$ cat config.mk
export PLATFORM = sky130hd
export DESIGN_NAME = lcd_bus_engine
export DESIGN_NICKNAME = d
export VERILOG_FILES = /design/src/rtl/lcd_bus_pkg.sv /design/src/rtl/lcd_cycle_timer.sv /design/src/rtl/lcd_rd_capture.sv /design/src/rtl/lcd_bus_engine.sv
export SDC_FILE = /design/constraint.sdc
export NUM_CORES = 1
export LEC_CHECK = 0
export BUFFER_PORTS_ARGS = -buffer_cell sky130_fd_sc_hd__buf_2
export CAP_MARGIN = 20
export CORE_MARGIN = 10
export CORE_UTILIZATION = 51
export DETAILED_ROUTE_END_ITERATION = 8
export PLACE_DENSITY = 0.78
export SLEW_MARGIN = 20
export SYNTH_ARGS = -nofsm -noshare
export SYNTH_HDL_FRONTEND = slang
export SYNTH_SLANG_ARGS = --single-unit
$ cat constraint.sdc
create_clock -name clk_i -period 2.9 [get_ports clk_i]
set_input_delay 0.87 -clock clk_i [delete_from_list [all_inputs] [get_ports clk_i]]
set_output_delay 0.87 -clock clk_i [all_outputs]
set_load 0.05 [all_outputs]
$ cat src/rtl/lcd_bus_pkg.sv
package lcd_bus_pkg;
  typedef enum logic [2:0] {
    ST_IDLE, ST_SETUP, ST_STROBE, ST_HOLD, ST_RECOVER
  } bus_state_e;

  function automatic int ns_to_cyc(input int ns, input int clk_ns);
    int c;
    c = (ns + clk_ns - 1) / clk_ns;
    if (c < 1) c = 1;
    return c;
  endfunction

  function automatic int max2(input int a, input int b);
    return (a > b) ? a : b;
  endfunction
endpackage

$ cat src/rtl/lcd_cycle_timer.sv
module lcd_cycle_timer #(
  parameter int W = 8
) (
  input  logic         clk_i,
  input  logic         rst_ni,
  input  logic         load_i,
  input  logic [W-1:0] load_val_i,
  output logic         last_o
);
  logic [W-1:0] cnt_q;

  always_ff @(posedge clk_i or negedge rst_ni) begin
    if (!rst_ni)                cnt_q <= '0;
    else if (load_i)            cnt_q <= load_val_i;
    else if (cnt_q != '0)       cnt_q <= cnt_q - 1'b1;
  end

  assign last_o = (cnt_q == '0);
endmodule

$ cat src/rtl/lcd_rd_capture.sv
module lcd_rd_capture #(
  parameter int DW = 8
) (
  input  logic          clk_i,
  input  logic          rst_ni,
  input  logic          en_i,
  input  logic [DW-1:0] d_i,
  output logic [DW-1:0] q_o
);
  always_ff @(posedge clk_i or negedge rst_ni) begin
    if (!rst_ni)   q_o <= '0;
    else if (en_i) q_o <= d_i;
  end
endmodule

$ cat src/rtl/lcd_bus_engine.sv
module lcd_bus_engine
  import lcd_bus_pkg::*;
#(
  parameter int DW      = 8,
  parameter int CLK_NS  = 4,
  parameter int AS_NS   = 0,
  parameter int PW_NS   = 140,
  parameter int CYC_NS  = 1200,
  parameter int AH_NS   = 10,
  parameter int DSW_NS  = 40,
  parameter int DH_NS   = 10,
  parameter int DDR_NS  = 100
) (
  input  logic          clk_i,
  input  logic          rst_ni,
  input  logic          req_valid_i,
  output logic          req_ready_o,
  input  logic          req_rs_i,
  input  logic          req_rnw_i,
  input  logic          req_poll_i,
  input  logic [DW-1:0] req_wdata_i,
  output logic          rsp_valid_o,
  output logic [DW-1:0] rsp_rdata_o,
  output logic          lcd_rs_o,
  output logic          lcd_rw_o,
  output logic          lcd_e_o,
  output logic [DW-1:0] lcd_db_o,
  output logic          lcd_db_oe_o,
  input  logic [DW-1:0] lcd_db_i
);
  localparam int AS_C   = ns_to_cyc(AS_NS, CLK_NS);
  localparam int HI_C   = max2(ns_to_cyc(PW_NS, CLK_NS),
                               max2(ns_to_cyc(DDR_NS, CLK_NS), ns_to_cyc(DSW_NS, CLK_NS)));
  localparam int HO_C   = max2(ns_to_cyc(AH_NS, CLK_NS), ns_to_cyc(DH_NS, CLK_NS));
  localparam int CYC_C  = ns_to_cyc(CYC_NS, CLK_NS);
  localparam int BODY_C = AS_C + HI_C + HO_C;
  // recovery pads the strobe period out to the cycle-time minimum
  localparam int REC_C  = (CYC_C > BODY_C) ? CYC_C - BODY_C : 1;
  localparam int MAX_C  = max2(max2(AS_C, HI_C), max2(HO_C, REC_C));
  localparam int CNT_W  = $clog2(MAX_C + 1);

  bus_state_e state_q, state_d;
  logic             tmr_load, tmr_last;
  logic [CNT_W-1:0] tmr_val;
  logic             rs_q, rw_q, poll_q, e_q, done_q, done_d, cap_en;
  logic [DW-1:0]    wdata_q, cap_q;
  logic             accept;

  assign accept = (state_q == ST_IDLE) && req_valid_i;

  lcd_cycle_timer #(.W(CNT_W)) i_timer (
    .clk_i      (clk_i),
    .rst_ni     (rst_ni),
    .load_i     (tmr_load),
    .load_val_i (tmr_val),
    .last_o     (tmr_last)
  );

  lcd_rd_capture #(.DW(DW)) i_capture (
    .clk_i  (clk_i),
    .rst_ni (rst_ni),
    .en_i   (cap_en),
    .d_i    (lcd_db_i),
    .q_o    (cap_q)
  );

  always_comb begin
    state_d  = state_q;
    tmr_load = 1'b0;
    tmr_val  = '0;
    cap_en   = 1'b0;
    done_d   = 1'b0;
    unique case (state_q)
      ST_IDLE: if (req_valid_i) begin
        state_d  = ST_SETUP;
        tmr_load = 1'b1;
        tmr_val  = CNT_W'(AS_C - 1);
      end
      ST_SETUP: if (tmr_last) begin
        state_d  = ST_STROBE;
        tmr_load = 1'b1;
        tmr_val  = CNT_W'(HI_C - 1);
      end
      ST_STROBE: if (tmr_last) begin
        state_d  = ST_HOLD;
        tmr_load = 1'b1;
        tmr_val  = CNT_W'(HO_C - 1);
        cap_en   = rw_q;
      end
      ST_HOLD: if (tmr_last) begin
        state_d  = ST_RECOVER;
        tmr_load = 1'b1;
        tmr_val  = CNT_W'(REC_C - 1);
      end
      ST_RECOVER: if (tmr_last) begin
        if (poll_q && cap_q[DW-1]) begin
          state_d  = ST_SETUP;
          tmr_load = 1'b1;
          tmr_val  = CNT_W'(AS_C - 1);
        end else begin
          state_d = ST_IDLE;
          done_d  = 1'b1;
        end
      end
      default: state_d = ST_IDLE;
    endcase
  end

  always_ff @(posedge clk_i or negedge rst_ni) begin
    if (!rst_ni) begin
      state_q <= ST_IDLE;
      e_q     <= 1'b0;
      done_q  <= 1'b0;
      rs_q    <= 1'b0;
      rw_q    <= 1'b1;
      poll_q  <= 1'b0;
      wdata_q <= '0;
    end else begin
      state_q <= state_d;
      e_q     <= (state_d == ST_STROBE);
      done_q  <= done_d;
      if (accept) begin
        rs_q    <= req_poll_i ? 1'b0 : req_rs_i;
        rw_q    <= req_poll_i ? 1'b1 : req_rnw_i;
        poll_q  <= req_poll_i;
        wdata_q <= req_wdata_i;
      end
    end
  end

  assign req_ready_o = (state_q == ST_IDLE);
  assign rsp_valid_o = done_q;
  assign rsp_rdata_o = cap_q;
  assign lcd_rs_o    = rs_q;
  assign lcd_rw_o    = rw_q;
  assign lcd_e_o     = e_q;
  assign lcd_db_o    = wdata_q;
  assign lcd_db_oe_o = ~rw_q;
endmodule

==> results by group <==
Status
  • Status: completed

Detailed routing
  • Met3 WL: approximately 180 um
  • Top sig layer: met4
  • Detail Route Antenna Nets: 0
  • DR DRC count: 0
  • DRT Pass-1 Iters: 4
  • Vias: 1304
  • Metal-1 WL: 1.51 mm
  • 1st-iter DRT viols: 73
  • Final WL: 3.55 mm
  • WL met2: 1.84 mm
  • Avg WL per Cell: 14.2 um
  • Vias per cell: ~5.2

Floorplanning
  • Core ar.: 0.00305 sq mm
  • Die Area: 0.00582 sq mm
  • # IOs: 44
  • Initial core utilization: 52.9%
  • Die Ht: roughly 76 um
  • FP Rows: 20
  • Die Width: 76.3 um

Synthesis
  • Async SR Flop Fraction: 100%
  • Mean Syn Cell Area: 9.97 sq um
  • Cell Area, Synth: 0.00162 sq mm
  • Syn. warnings: 0
  • Number of synthesized flops with an enable pin: 0
  • #FFs+latches synth: 33
  • Synth Instances: 162
  • Synth unique cells: 39
  • Area contributors post-synth: dfrtp_1 50%, nand2_1 9.3%, mux2_4 7.4%
  • Top_reg_cell synth: dfrtp_1
  • Largest area contributor in the netlist: dfrtp_1
  • Syn nets: between 150 and 200
  • Top cell type's share of synthesized area: 49.6%
  • Sequential area share after synthesis: between 50% and 60%

Hold path
  • Hold Path Stages: 2
  • Hold Crit Class: register to register

Clocking
  • Number of H-tree levels: 2
  • Clock buffer depth: 2
  • PostCTS Resize Cnt: 0
  • Total CTS buffers: 5
  • Clock sink count: 33
  • CTS tree: done
  • CTS Hold Bufs: 0
  • Reg clk slew, reported paths: 0.10 ns
  • Clk root buf: clkbuf_4
  • Worst skew pair latency: 0.33 ns
  • Setup bufs post-CTS: 0

Placed design
  • Port Buf Inserts: 43
  • HPWL after detailed placement: 2.73 mm
  • Post-DP Area: about 0.0018 sq mm
  • Placer's final routability congestion estimate: ~0.87
  • Worst slack at placement: 0.657 ns

Timing
  • Slew @ Worst Pin: around 0.7 ns
  • Minimum clock period: around 2.4 ns
  • Pins Over Slew Limit: 0
  • TNS Setup: 0 ns
  • Slew headroom: 53.4%
  • RSZ-0062 raised after global routing: false
  • Endpoints failing setup: 0
  • Fin crit share: 82.8%
  • Final Hold Fails: 0
  • Max Fclk: 417 MHz
  • Setup ws final: 0.500 ns
  • Setup Skew: 0.00691 ns

Global route
  • GRT Total Usage: about an eighth
  • Largest net degree at the start of global routing: 34
  • Grt ovf: 0
  • First-pass GRT wire length: between 6 and 7 mm
  • Initial antenna violation count: 0
  • Number of global-route vias before repair: about 1.3k

Finish
  • Synthesis-to-finish area growth: 19.4%
  • Final Util: 63.2%
  • Antenna diode count: 0
  • Most common cell after layout, fill and taps aside: buf_2
  • Final Cell Area: 0.00193 sq mm
  • Fin nets: 229
  • Layout cells sized above 1: 32.5%
  • Most frequent cells in the layout: 43 x buf_2, 40 x nand2_1, 32 x dfrtp_1

Worst setup path
  • Critical path type: register to primary output
  • Max Fanout on Critical Path: 10
  • Crit path required time: 2.03 ns
  • CP Launch Type: register
  • Arr. time, crit path: 1.53 ns
  • R2R depth: 6
  • Crit end category: primary output

Power
  • Leak: 0.961 nW
  • Design Power: 0.000878 W
  • VDD IR max: about 0.36 mV
  • Power per Cell Area: 456 mW/mm^2

Job
  • Maxcap violations: 0
## metal layers
| metal | vias up | global-route usage (%) |
|---|---|---|
| met1 | 625 | 14.3 |
| met5 | - | 0 |
| met3 | 5 | 5.78 |
| met2 | 34 | 21.2 |
| met4 | 0 | 3.90 |
| li1 | 640 | - |
## path summary, 6_finish.rpt
| kind | startpoint | to | slack, ns |
|---|---|---|---|
| max reg2reg | i_timer.cnt_q[0] | i_capture.q_o[7] | 0.66 |
| min in group asynchronous | rst_ni | state_q[0] | 0.58 |
| max in group asynchronous | rst_ni | rsp_valid_o | 1.87 |
| min | lcd_rs_o | lcd_rs_o | 0.48 |
| max | state_q[0] | req_ready_o | 0.50 |
| min reg2reg | lcd_rs_o | lcd_rs_o | 0.48 |
## stage by stage
| stage | instances | hold slack, ns |
|---|---|---|
| 2_1_floorplan | 162 | 0.439 |
| 3_3_place_gp | 242 | 0.453 |
| 3_5_place_dp | 242 | 0.452 |
| 4_1_cts | 250 | 0.478 |
| 5_1_grt | 250 | 0.517 |
| 6_report | 250 | 0.475 |
## final cells by class
type / count / area (sq um)
inverters: 5 / 18.8
clock buffers: 7 / 55.1
flip-flops and latches: 33 / 827
multi-input cells: 117 / 727
fillers: 266 / 1120
well taps: 44 / 55.1
clock inverters: 1 / 30.0
repair buffers: 43 / 215
## cell usage after synthesis, drive strengths merged, types with 3 or more instances
library cell and number:
nand2 40, dfrtp 32, o21ai 13, a21oi 8
mux2 8, nor2 8, clkbuf 6, inv 5
nor2b 4, nor3 3, or3 3, xnor2 3
## sequential cells by signal (all words and copies together) (netlist names)
signal / cells
poll_q: 1
rsp_valid_o: 1
i_timer.cnt_q: 9
lcd_db_o: 8
lcd_rw_o: 1
lcd_rs_o: 1
state_q: 3
lcd_e_o: 1
i_capture.q_o: 8
## critical path, cell delays in order, from the launching register on
cell,delay [ns]
dfrtp_1,0.50
or2_2,0.35
nor2_1,0.08
buf_2,0.27
## where the power goes
group          internal [W]  leakage, nW  total [W]  switching [W]
clock network      0.000206       0.0455   0.000351       0.000145
registers          0.000466        0.399   0.000469     0.00000375
logic             0.0000214        0.517  0.0000584      0.0000370
## cell families after synthesis
family                     Yosys count  synth area share, %
AOI/OAI and AO/OA                   28                 9.92
adders and majority gates            2                 1.55
and+or+nand+nor                     73                 22.8
DFF                                 33                 51.2
buffers and inverters               12                 3.80
xor gates and xnor gates             5                 2.71
muxes                                9                 8.06
No activity file was read; power rests on OpenSTA's default activity.
